$ cat src/rtl/pfadd_pkg.sv
package pfadd_pkg;

  localparam int FP_W  = 32;
  localparam int EXP_W = 8;
  localparam int MAN_W = 23;
  localparam int SIG_W = MAN_W + 1;
  localparam int EXT_W = SIG_W + 3;
  localparam int LZ_W  = $clog2(EXT_W + 1);
  localparam logic [FP_W-1:0] QNAN_VAL = 32'h7FC0_0000;

  typedef struct packed {
    logic             sign;
    logic [EXP_W-1:0] exp;
    logic [MAN_W-1:0] man;
  } fp32_t;

  typedef struct packed {
    logic             spec;
    logic [FP_W-1:0]  spec_val;
    logic             sign;
    logic             eff_sub;
    logic [EXP_W-1:0] exp;
    logic [EXT_W:0]   mag;
  } lane_mid_t;

  function automatic logic fp_is_nan(fp32_t x);
    return (&x.exp) && (|x.man);
  endfunction

  function automatic logic fp_is_inf(fp32_t x);
    return (&x.exp) && !(|x.man);
  endfunction

  // significand with hidden bit; exponent 0 flushes to zero
  function automatic logic [SIG_W-1:0] fp_sig(fp32_t x);
    return (x.exp == '0) ? '0 : {1'b1, x.man};
  endfunction

  // right shift keeping a sticky bit in the LSB
  function automatic logic [EXT_W-1:0] align_sig(logic [EXT_W-1:0] v,
                                                 logic [EXP_W-1:0] d);
    logic [EXT_W-1:0] sh;
    logic [EXT_W-1:0] mask;
    logic             stk;
    if (d >= EXP_W'(EXT_W)) begin
      sh  = '0;
      stk = |v;
    end else begin
      sh   = v >> d;
      mask = ({{(EXT_W-1){1'b0}}, 1'b1} << d) - 1'b1;
      stk  = |(v & mask);
    end
    return {sh[EXT_W-1:1], sh[0] | stk};
  endfunction

  function automatic logic [LZ_W-1:0] lead_zeros(logic [EXT_W-1:0] v);
    logic [LZ_W-1:0] n;
    logic            found;
    n     = LZ_W'(EXT_W);
    found = 1'b0;
    for (int i = 0; i < EXT_W; i++) begin
      if (!found && v[EXT_W-1-i]) begin
        n     = LZ_W'(i);
        found = 1'b1;
      end
    end
    return n;
  endfunction

endpackage

$ cat src/rtl/pfadd_frame_ctrl.sv
module pfadd_frame_ctrl #(
  parameter int CNT_W = 64
) (
  input  logic             clk,
  input  logic             rst_n,
  input  logic             take,
  input  logic [CNT_W-1:0] len_in,
  output logic             expect_hdr
);

  logic             in_body;
  logic [CNT_W-1:0] left;
  logic             hdr_take;
  logic             len_zero;
  logic             last_elem;

  assign hdr_take  = take && !in_body;
  assign len_zero  = (len_in == '0);
  assign last_elem = (left == {{(CNT_W-1){1'b0}}, 1'b1});

  always_ff @(posedge clk) begin
    if (!rst_n) begin
      in_body <= 1'b0;
      left    <= '0;
    end else if (take) begin
      if (!in_body) begin
        if (!len_zero) begin
          in_body <= 1'b1;
          left    <= len_in;
        end
      end else begin
        if (last_elem) in_body <= 1'b0;
        left <= left - 1'b1;
      end
    end
  end

  assign expect_hdr = !in_body;

  AST_ZERO_LEN_SKIP: assert property (@(posedge clk) disable iff (!rst_n)
    hdr_take && len_zero |=> !in_body);

  AST_BODY_AFTER_HDR: assert property (@(posedge clk) disable iff (!rst_n)
    hdr_take && !len_zero |=> in_body && (left == $past(len_in)));

  AST_BODY_COUNT_LIVE: assert property (@(posedge clk) disable iff (!rst_n)
    in_body |-> (left != '0));

endmodule

$ cat src/rtl/pfadd_lane.sv
module pfadd_lane
  import pfadd_pkg::*;
(
  input  logic            clk,
  input  logic            rst_n,
  input  logic            cap1,
  input  logic            cap2,
  input  logic [FP_W-1:0] op_a,
  input  logic [FP_W-1:0] op_b,
  output logic [FP_W-1:0] res
);

  // ---------------- stage 1: classify, align, add ----------------
  fp32_t            fa, fb, big, sml;
  logic             a_big;
  logic [EXP_W-1:0] ediff;
  logic [EXT_W-1:0] big_ext, sml_ext;
  logic             eff_sub;
  logic             spec_hit;
  logic [FP_W-1:0]  spec_val;
  lane_mid_t        mid_n, mid_q;

  assign fa = op_a;
  assign fb = op_b;
  assign a_big   = {fa.exp, fa.man} >= {fb.exp, fb.man};
  assign big     = a_big ? fa : fb;
  assign sml     = a_big ? fb : fa;
  assign ediff   = big.exp - sml.exp;
  assign big_ext = {fp_sig(big), 3'b000};
  assign sml_ext = align_sig({fp_sig(sml), 3'b000}, ediff);
  assign eff_sub = fa.sign ^ fb.sign;

  always_comb begin
    spec_hit = 1'b1;
    spec_val = QNAN_VAL;
    if (fp_is_nan(fa) || fp_is_nan(fb)) begin
      spec_val = QNAN_VAL;
    end else if (fp_is_inf(fa) && fp_is_inf(fb) && eff_sub) begin
      spec_val = QNAN_VAL;
    end else if (fp_is_inf(fa)) begin
      spec_val = {fa.sign, {EXP_W{1'b1}}, {MAN_W{1'b0}}};
    end else if (fp_is_inf(fb)) begin
      spec_val = {fb.sign, {EXP_W{1'b1}}, {MAN_W{1'b0}}};
    end else begin
      spec_hit = 1'b0;
    end
  end

  always_comb begin
    mid_n.spec     = spec_hit;
    mid_n.spec_val = spec_val;
    mid_n.sign     = big.sign;
    mid_n.eff_sub  = eff_sub;
    mid_n.exp      = big.exp;
    mid_n.mag      = eff_sub ? ({1'b0, big_ext} - {1'b0, sml_ext})
                             : ({1'b0, big_ext} + {1'b0, sml_ext});
  end

  always_ff @(posedge clk) begin
    if (!rst_n) mid_q <= '0;
    else if (cap1) mid_q <= mid_n;
  end

  // ---------------- stage 2: normalise, round, pack ----------------
  logic             carry_out;
  logic [LZ_W-1:0]  lz;
  logic [EXT_W-1:0] norm;
  logic [EXP_W:0]   exp_n;
  logic             mag_zero;
  logic             tiny;
  logic [SIG_W-1:0] mant;
  logic             g_bit, r_bit, s_bit;
  logic             round_up;
  logic [SIG_W:0]   rsum;
  logic [EXP_W:0]   exp_r;
  logic [MAN_W-1:0] frac;
  logic             ovf;
  logic [FP_W-1:0]  res_n, res_q;

  assign carry_out = mid_q.mag[EXT_W];
  assign mag_zero  = (mid_q.mag == '0);
  assign lz        = lead_zeros(mid_q.mag[EXT_W-1:0]);

  always_comb begin
    if (carry_out) begin
      norm  = {mid_q.mag[EXT_W:2], mid_q.mag[1] | mid_q.mag[0]};
      exp_n = {1'b0, mid_q.exp} + 1'b1;
    end else begin
      norm  = mid_q.mag[EXT_W-1:0] << lz;
      exp_n = {1'b0, mid_q.exp} - {{(EXP_W+1-LZ_W){1'b0}}, lz};
    end
  end

  assign tiny     = !carry_out && ({{(EXP_W-LZ_W){1'b0}}, lz} >= mid_q.exp);
  assign mant     = norm[EXT_W-1:3];
  assign g_bit    = norm[2];
  assign r_bit    = norm[1];
  assign s_bit    = norm[0];
  assign round_up = g_bit && (r_bit || s_bit || mant[0]);
  assign rsum     = {1'b0, mant} + {{SIG_W{1'b0}}, round_up};
  assign exp_r    = rsum[SIG_W] ? exp_n + 1'b1 : exp_n;
  assign frac     = rsum[SIG_W] ? rsum[SIG_W-1:1] : rsum[MAN_W-1:0];
  assign ovf      = exp_r >= {1'b0, {EXP_W{1'b1}}};

  always_comb begin
    if (mid_q.spec) begin
      res_n = mid_q.spec_val;
    end else if (mag_zero) begin
      res_n = {mid_q.sign && !mid_q.eff_sub, {(FP_W-1){1'b0}}};
    end else if (tiny) begin
      res_n = {mid_q.sign, {(FP_W-1){1'b0}}};
    end else if (ovf) begin
      res_n = {mid_q.sign, {EXP_W{1'b1}}, {MAN_W{1'b0}}};
    end else begin
      res_n = {mid_q.sign, exp_r[EXP_W-1:0], frac};
    end
  end

  always_ff @(posedge clk) begin
    if (!rst_n) res_q <= '0;
    else if (cap2) res_q <= res_n;
  end

  assign res = res_q;

  AST_QNAN_CANON: assert property (@(posedge clk) disable iff (!rst_n)
    (&res_q[30:23]) && (|res_q[22:0]) |-> res_q == QNAN_VAL);

  AST_NO_SUBNORM: assert property (@(posedge clk) disable iff (!rst_n)
    (res_q[30:23] == '0) |-> (res_q[22:0] == '0));

  AST_OVF_TO_INF: assert property (@(posedge clk) disable iff (!rst_n)
    cap2 && !mid_q.spec && !mag_zero && !tiny && ovf
      |=> res_q[30:0] == {{EXP_W{1'b1}}, {MAN_W{1'b0}}});

endmodule

$ cat src/rtl/pfadd_join.sv
module pfadd_join
  import pfadd_pkg::*;
#(
  parameter int DATA_W = 64
) (
  input  logic              clk,
  input  logic              rst_n,
  input  logic [DATA_W-1:0] src_a_data,
  input  logic              src_a_valid,
  output logic              src_a_ready,
  input  logic [DATA_W-1:0] src_b_data,
  input  logic              src_b_valid,
  output logic              src_b_ready,
  output logic [DATA_W-1:0] sum_data,
  output logic              sum_valid,
  input  logic              sum_ready
);

  localparam int LANES = DATA_W / FP_W;

  logic              adv1, adv2, pair_fire;
  logic              s1_v, s2_v;
  logic              s1_hdr, s2_hdr;
  logic [DATA_W-1:0] s1_len, s2_len;
  logic              expect_hdr;
  logic [DATA_W-1:0] lane_res;

  assign adv2      = !s2_v || sum_ready;
  assign adv1      = !s1_v || adv2;
  assign pair_fire = src_a_valid && src_b_valid && adv1;

  assign src_a_ready = pair_fire;
  assign src_b_ready = pair_fire;

  pfadd_frame_ctrl #(.CNT_W(DATA_W)) u_ctrl (
    .clk        (clk),
    .rst_n      (rst_n),
    .take       (pair_fire),
    .len_in     (src_a_data),
    .expect_hdr (expect_hdr)
  );

  always_ff @(posedge clk) begin
    if (!rst_n) begin
      s1_v   <= 1'b0;
      s1_hdr <= 1'b0;
      s1_len <= '0;
      s2_v   <= 1'b0;
      s2_hdr <= 1'b0;
      s2_len <= '0;
    end else begin
      if (adv1) begin
        s1_v <= pair_fire;
        if (pair_fire) begin
          s1_hdr <= expect_hdr;
          s1_len <= src_a_data;
        end
      end
      if (adv2) begin
        s2_v   <= s1_v;
        s2_hdr <= s1_hdr;
        s2_len <= s1_len;
      end
    end
  end

  for (genvar g = 0; g < LANES; g++) begin : g_lane
    pfadd_lane u_lane (
      .clk   (clk),
      .rst_n (rst_n),
      .cap1  (pair_fire),
      .cap2  (adv2),
      .op_a  (src_a_data[g*FP_W +: FP_W]),
      .op_b  (src_b_data[g*FP_W +: FP_W]),
      .res   (lane_res[g*FP_W +: FP_W])
    );
  end

  assign sum_valid = s2_v;
  assign sum_data  = s2_hdr ? s2_len : lane_res;

  AST_READY_JOINT: assert property (@(posedge clk) disable iff (!rst_n)
    src_a_ready |-> src_a_valid && src_b_valid);

  AST_READY_PAIRED: assert property (@(posedge clk) disable iff (!rst_n)
    src_a_ready == src_b_ready);

  AST_OUT_HOLD: assert property (@(posedge clk) disable iff (!rst_n)
    sum_valid && !sum_ready |=> sum_valid && $stable(sum_data));

  AST_ACCEPT_REACHES_S1: assert property (@(posedge clk) disable iff (!rst_n)
    pair_fire |=> s1_v);

endmodule

$ cat config.mk
export PLATFORM = sky130hd
export DESIGN_NAME = pfadd_join
export DESIGN_NICKNAME = d
export VERILOG_FILES = /design/src/rtl/pfadd_pkg.sv /design/src/rtl/pfadd_frame_ctrl.sv /design/src/rtl/pfadd_lane.sv /design/src/rtl/pfadd_join.sv
export SDC_FILE = /design/constraint.sdc
export NUM_CORES = 2
export LEC_CHECK = 0
export BUFFER_PORTS_ARGS = -buffer_cell sky130_fd_sc_hd__buf_2
export CAP_MARGIN = 20
export CORE_MARGIN = 2
export CORE_UTILIZATION = 55
export CTS_BUF_LIST = sky130_fd_sc_hd__clkbuf_8
export CTS_CLUSTER_SIZE = 10
export DETAILED_ROUTE_END_ITERATION = 16
export GPL_TIMING_DRIVEN = 0
export MAX_ROUTING_LAYER = met4
export PLACE_DENSITY_LB_ADDON = 0.2
export SYNTH_ARGS = -nofsm -noshare
export SYNTH_HDL_FRONTEND = slang
export SYNTH_SLANG_ARGS = --single-unit
$ cat constraint.sdc
create_clock -name clk -period 21.5 [get_ports clk]
set_input_delay 1.075 -clock clk [delete_from_list [all_inputs] [get_ports clk]]
set_output_delay 1.075 -clock clk [all_outputs]
set_load 0.02 [all_outputs]
======== Yosys cells after proc, flatten, opt, wreduce, memory -nomap -nowiden ========
Index checks and enable logic that the tools add are counted.
operators by class
  add/sub/neg operators ................... 17
  order comparisons ....................... 8
  eq/ne operators ......................... 2
  shifts and indexed selects .............. 6
  muxes and demuxes ....................... 158
  bitwise operators ....................... 8
  reductions and logical operators ........ 164
operators by type and width
  cell                   count
  $mux 32                14
  $mux 5                 54
  $mux 64                3
  $mux 31                6
  $mux 27                4
  $mux 24                4
  $reduce_or 23->1       4
  $logic_and 1x1->1      72
  $mux 1                 65
  $eq 64x1->1 const B    1
  $logic_not 64->1       1
  $sub 64x1->64 const B  1
  $logic_not 1->1        63
  $ge 31x31->1           2
  $add 27x27->28         2
  $logic_not 28->1       2
  $mux 28                2
  $sub 27x27->28         2
  $and 27x27->27         2
  $reduce_or 27->1       2
  $shl 1x8->27 const A   2
  $shl 27x5->27          2
  $shr 27x8->27          2
  $sub 27x1->27 const B  2
  18 further kinds       49
storage, ports and cells
  register bits after elaboration ......... 403
  input port bits ......................... 133
  output and inout bits ................... 67
  logic and storage cells ................. 385

======== Logic depth before layout (Yosys ltp) ========
  depth after elaboration ................. 91
  depth in mapped cells ................... 49
  depth with buffers taken out ............ 43

======== Hierarchy ========
Synthesis repeated with hierarchy kept, for this count alone.
second synthesis, totals
  cells, all modules ...................... 5101
  area total of the unflattened synthesis .. 36487.5 sq um
by module, submodules not included
  module                          times used  cells an instance  area each (sq um)  seq. area each (sq um)
  pfadd_lane at g_lane[1].u_lane  1           1925               13023.7            1481.4
  pfadd_lane at g_lane[0].u_lane  1           1915               13022.5            1481.4
  pfadd_join                      1           645                5833.1             2642.5
  pfadd_frame_ctrl                1           616                4608.2             1301.2

======== Worst setup path before layout ========
Ideal clock, no wire load.
  kind .................................... input port to flip-flop
  from .................................... input port src_b_data[8]
  to ...................................... register g_lane[0].u_lane.mid_q[26] (netlist name)
  setup time .............................. 0.122 ns
  arrival ................................. 9.174 ns
  data required time ...................... 21.378 ns
  path slack .............................. 12.204 ns
  stages .................................. 46
  path buffers ............................ 6
  cell sequence ........................... inv_1 > ha_1 > a211oi_1 > nor2_1 > a2111oi_0 > o21ai_1 > nor2_1 > clkbuf_1 > clkbuf_1 > buf_1 > clkbuf_1 > mux2i_1 > ha_1 > inv_1 > o41ai_1 > nor3_1 > nor2_1 > clkbuf_1 > [... 10 more ...] > ha_1 > nand2b_1 > a21oi_1 > o21ai_0 > a21oi_1 > o21ai_0 > a21oi_1 > o21ba_2 > o21ai_0 > a211oi_1 > o211ai_1 > a31oi_1 > a31oi_1 > a21oi_1 > a221oi_1 > a31oi_1 > mux2i_1 > a221o_1
between the ends
  cells in the longest elaborated chain, start to end .. 11
  elaborated cells on any way between the ends .. 21
  classes of those cells .................. add/sub (4); order compare (2); shift (2); mux (7); bitwise (2); reduce/logical (4)
ends and longest elaborated chain
  item                                              RTL line                            RTL
  start, declared                                   pfadd_join.sv:11                    input logic [DATA_W-1:0] src_b_data,
  $ge 31x31->1                                      pfadd_lane.sv:25                    assign a_big = {fa.exp, fa.man} >= {fb.exp, fb.man};
  $mux 32 or $mux 31 (tied branches)                pfadd_lane.sv:26, pfadd_lane.sv:27
  $sub 8x8->8                                       pfadd_lane.sv:28                    assign ediff = big.exp - sml.exp;
  $shl 1x8->27                                      pfadd_pkg.sv:50                     mask = ({{(EXT_W-1){1'b0}}, 1'b1} << d) - 1'b1;
  $sub 27x1->27                                     pfadd_pkg.sv:50
  $and 27x27->27                                    pfadd_pkg.sv:51                     stk = |(v & mask);
  $reduce_or 27->1                                  pfadd_pkg.sv:51
  $mux 1                                            pfadd_pkg.sv:45                     if (d >= EXP_W'(EXT_W)) begin
  $or 1x1->1                                        pfadd_pkg.sv:53                     return {sh[EXT_W-1:1], sh[0] | stk};
  $add 27x27->28 or $sub 27x27->28 (tied branches)  pfadd_lane.sv:56, pfadd_lane.sv:55
  $mux 28 *                                         pfadd_lane.sv:55                    mid_n.mag = eff_sub ? ({1'b0, big_ext} - {1'b0, sml_ext})
  end signal, assigned                              pfadd_lane.sv:61                    else if (cap1) mid_q <= mid_n;
  end, declared                                     pfadd_lane.sv:21                    lane_mid_t mid_n, mid_q;
Every way passes the cells marked *; elsewhere a longest branch is shown, timed or not.
A chain may end at the register's enable or synchronous reset.

======== Worst setup path in the final report ========
  from .................................... input port src_b_data[8]
  to ...................................... register g_lane[0].u_lane.mid_q[25] (netlist name)
The elaborated chain is that of the path after synthesis.

==> insert_results.sql <==
INSERT INTO impl_metrics (metric_group, metric, value, unit) VALUES
('sta', 'fin_ws', '8.79', 'ns'),
('sta', 'fin_crit_sh', '59.1', '%'),
('sta', 'tns', '0', 'ns'),
('logic_synthesis', 'yosys_register_bits', '344', ''),
('floorplan', 'die_x', '256', 'um'),
('setup_path', 'timing.critical_path.from', 'src_b_data[8]', ''),
('drt', 'routed-via-count', '42500', ''),
('grt', 'grt_overflow_total', '0', ''),
('grt', 'grt_antenna_before_repair', '5', ''),
('final_layout', 'finalCoreUtilization', '60.8', '%'),
('placed_design', 'dp.cells', '6107', ''),
('logic_synthesis', 'postSynthAreaPerCell', '6.91', 'um^2'),
('drt', 'route.detailed.wl_per_inst', '25.3', 'um'),
('power_and_ir_drop', 'peakVddDrop', '0.0555', 'mV'),
('logic_synthesis', 'yosysTopAreaCell', 'dfxtp_1', ''),
('clocking', 'clock_latency', '0.72', 'ns'),
('drt', 'drc', '0', ''),
('clocking', 'cts_setup_buffers', '0', ''),
('final_layout', 'final-instance-count-excl-fill', '6219', ''),
('logic_synthesis', 'synth_top_cells_by_count', 'nand2_1 (873), a21oi_1 (497), nor2_1 (420), dfxtp_1 (344)', ''),
('logic_synthesis', 'ys_warn_count', '0', ''),
('sta', 'count_of_endpoints_failing_setup_in_the_final_report', '0', ''),
('drt', 'route.antenna.remaining_nets', '0', ''),
('grt', 'track_usage', '46.6', '%'),
('grt', 'first_global_vias', '37900', ''),
('sta', 'slew_headroom', '26.6', '%'),
('hold_path', 'hp-class', 'flip-flop to flip-flop', ''),
('sta', 'fin_skew', '0.0660', 'ns'),
('drt', 'via_per_inst', '6.83', ''),
('clocking', 'cts_hold_buf', '0', ''),
('logic_synthesis', 'async_reset_ff_share', '0', '%'),
('clocking', 'clk_root_buffer_cell', 'clkbuf_8', ''),
('clocking', 'cts.clk_slew.worst_paths', '0.06', 'ns'),
('sta', 'hold-worst-slack', '0.432', 'ns'),
('clocking', 'clk_path_buf_depth', '3', ''),
('grt', 'global_route_wire_length_before_repair', '232000', 'um'),
('placed_design', 'placement.cell_area', '37100', 'um^2'),
('sta', 'tightest_slew', '1.10', 'ns'),
('sta', 'period_minus_slack', '12.71', 'ns'),
('drt', 'wl', '157000', 'um'),
('setup_path', 'critical_path_class', 'input pin to flip-flop', ''),
('setup_path', 'worstReg2RegEnd', 'g_lane[0].u_lane.res[19]$_SDFFE_PN0P_', ''),
('sta', 'unrepaired_setup_endpoints_after_global_routing', 'false', ''),
('floorplan', 'design.die.area', '65700', 'um^2'),
('logic_synthesis', 'top_area_cells_in_the_synthesized_netlist', 'dfxtp_1 (20%), nand2_1 (9.4%), a21oi_1 (7.1%), ha_1 (6.4%), nor2_1 (4.5%)', ''),
('floorplan', 'rows', '92', ''),
('logic_synthesis', 'synth_edf_count', '0', ''),
('placed_design', 'globalplace.congestion', '1.11', ''),
('clocking', 'cts_repair_resize_count', '0', ''),
('placed_design', 'hpwlAfterDp', '121000', 'um'),
('drt', 'number_of_violations_reported_at_the_end_of_detailed_routing_iteration_0', '6555', ''),
('logic_synthesis', 'synth_fp_nets', '5381', ''),
('setup_path', 'crit_end', 'g_lane[0].u_lane.mid_q[25]$_SDFFE_PN0P_', ''),
('setup_path', 'timing.critical_path.from_type', 'input pin', ''),
('final_layout', 'fraction_of_layout_instances_using_a_drive_strength_above_1', '9.78', '%'),
('hold_path', 'min_path_cells', '2', ''),
('logic_synthesis', 'post_synth_instance_area', '35000', 'um^2'),
('setup_path', 'maximum_fanout_along_the_worst_path', '10', ''),
('sta', 'drv_slew', '0', ''),
('logic_synthesis', 'synth_most_common_cell', 'nand2_1', ''),
('floorplan', 'floorplan.initialDensity', '55.6', '%'),
('final_layout', 'post-route-cell-area', '38300', 'um^2'),
('setup_path', 'crit_buf_inv', '11', ''),
('clocking', 'cts.sink_count', '344', ''),
('setup_path', 'critical_path.reg2reg.startpoint', 'g_lane[0].u_lane.mid_q[21]$_SDFFE_PN0P_', ''),
('setup_path', 'reg2regPathDepth', '22', ''),
('setup_path', 'worst-endpoint-required', '22.16', 'ns'),
('setup_path', 'cpPeakStageDelay', '0.72', 'ns'),
('status', 'outcome', 'completed', ''),
('clocking', 'numCtsBuffers', '57', ''),
('setup_path', 'crit_path_arrival_time', '13.38', 'ns');
## layout make-up
cell class              instances  area [um^2]  share of cell area, %
multi-input cells            4156        25900                   67.6
flip-flops and latches        344         6890                   18.0
plain buffers                 339         1390                   3.62
well taps                     846         1060                   2.76
clock buffers                  74         1020                   2.66
repair buffers                199         1000                   2.62
inverters                     225          848                   2.21
clock inverters                30          204                  0.532
diodes                          6         15.0                 0.0392
## where the power goes
part,leakage (nW),internal (mW),switching [mW]
clock network,0.700,0.334,0.292
logic,12.0,0.625,1.24
registers,2.81,0.692,0.0590
## worst register-to-register path, stage by stage (launching register included)
cell,delay (ns)
dfxtp_1,0.31
clkbuf_1,0.49
nor2_1,0.19
and3_1,0.28
a2111oi_0,0.59
o21a_1,0.21
buf_2,0.21
inv_4,0.10
a221oi_1,0.77
nor2_1,0.20
o21ai_0,0.31
and2_1,0.23
ha_1,0.20
a21boi_0,0.19
o221ai_1,0.21
nor3b_1,0.36
nand4_1,0.20
buf_2,0.24
nor4_2,0.57
a21oi_1,0.17
nor4_2,0.58
buf_4,0.30
o41ai_1,0.10
## cells by family after synthesis
kind of cell	Yosys count	synth area share (%)
compound gates	1536	28.7
xor+xnor	112	2.80
fa+ha+maj	184	6.66
buf+inv	564	6.39
flops	344	19.7
mux	263	8.60
simple gates	2061	27.2
## cell usage in the layout, fill, tap and decap left out, types with 35 or more instances in the layout
| master | count |
|---|---|
| xnor2_1 | 63 |
| nand2b_1 | 44 |
| inv_1 | 234 |
| nand2_1 | 873 |
| dfxtp_1 | 344 |
| and2_1 | 54 |
| buf_1 | 35 |
| o211ai_1 | 72 |
| xor2_1 | 49 |
| o21ai_0 | 273 |
| and3_1 | 40 |
| ha_1 | 180 |
| nor4_1 | 76 |
| mux2i_1 | 151 |
| nand4_1 | 63 |
| buf_2 | 215 |
| mux2_2 | 90 |
| a21oi_1 | 497 |
| a211oi_1 | 67 |
| clkbuf_1 | 273 |
| a31oi_1 | 69 |
| nand3_1 | 206 |
| clkbuf_8 | 74 |
| nor2_1 | 420 |
| nor3_1 | 125 |
| o31ai_1 | 46 |
| a22oi_1 | 55 |
| a21o_1 | 47 |
## flip-flops by register name (all words and copies together) (netlist names)
signal and count:
g_lane.u_lane.carry_out 2, s1_len 64, g_lane.u_lane.mid_q 81, s2_len 64, s2_hdr 1, s1_v 1
g_lane.u_lane.res 64, sum_valid 1, u_ctrl.in_body 1, s1_hdr 1, u_ctrl.left 64
## worst min path at each step
stage,to,from
6_report,s2_len[4]$_SDFFE_PN0P_,s1_len[4]$_SDFFE_PN0P_
3_3_place_gp,g_lane[0].u_lane.res[14]$_SDFFE_PN0P_,g_lane[0].u_lane.res[14]$_SDFFE_PN0P_
3_5_place_dp,g_lane[0].u_lane.res[6]$_SDFFE_PN0P_,g_lane[0].u_lane.res[6]$_SDFFE_PN0P_
2_1_floorplan,g_lane[0].u_lane.res[11]$_SDFFE_PN0P_,g_lane[0].u_lane.res[11]$_SDFFE_PN0P_
4_1_cts,s2_len[4]$_SDFFE_PN0P_,s1_len[4]$_SDFFE_PN0P_
5_1_grt,s2_len[51]$_SDFFE_PN0P_,s1_len[51]$_SDFFE_PN0P_
## layer usage
metal	vias up	GRT usage (%)	wire [um]
met2	3111	62.9	61400
met3	555	14.8	24000
li1	19000	-	-
met1	19800	63.1	64200
met4	0	20.0	7780
met5	-	-	0
No activity file was read; power rests on OpenSTA's default activity.
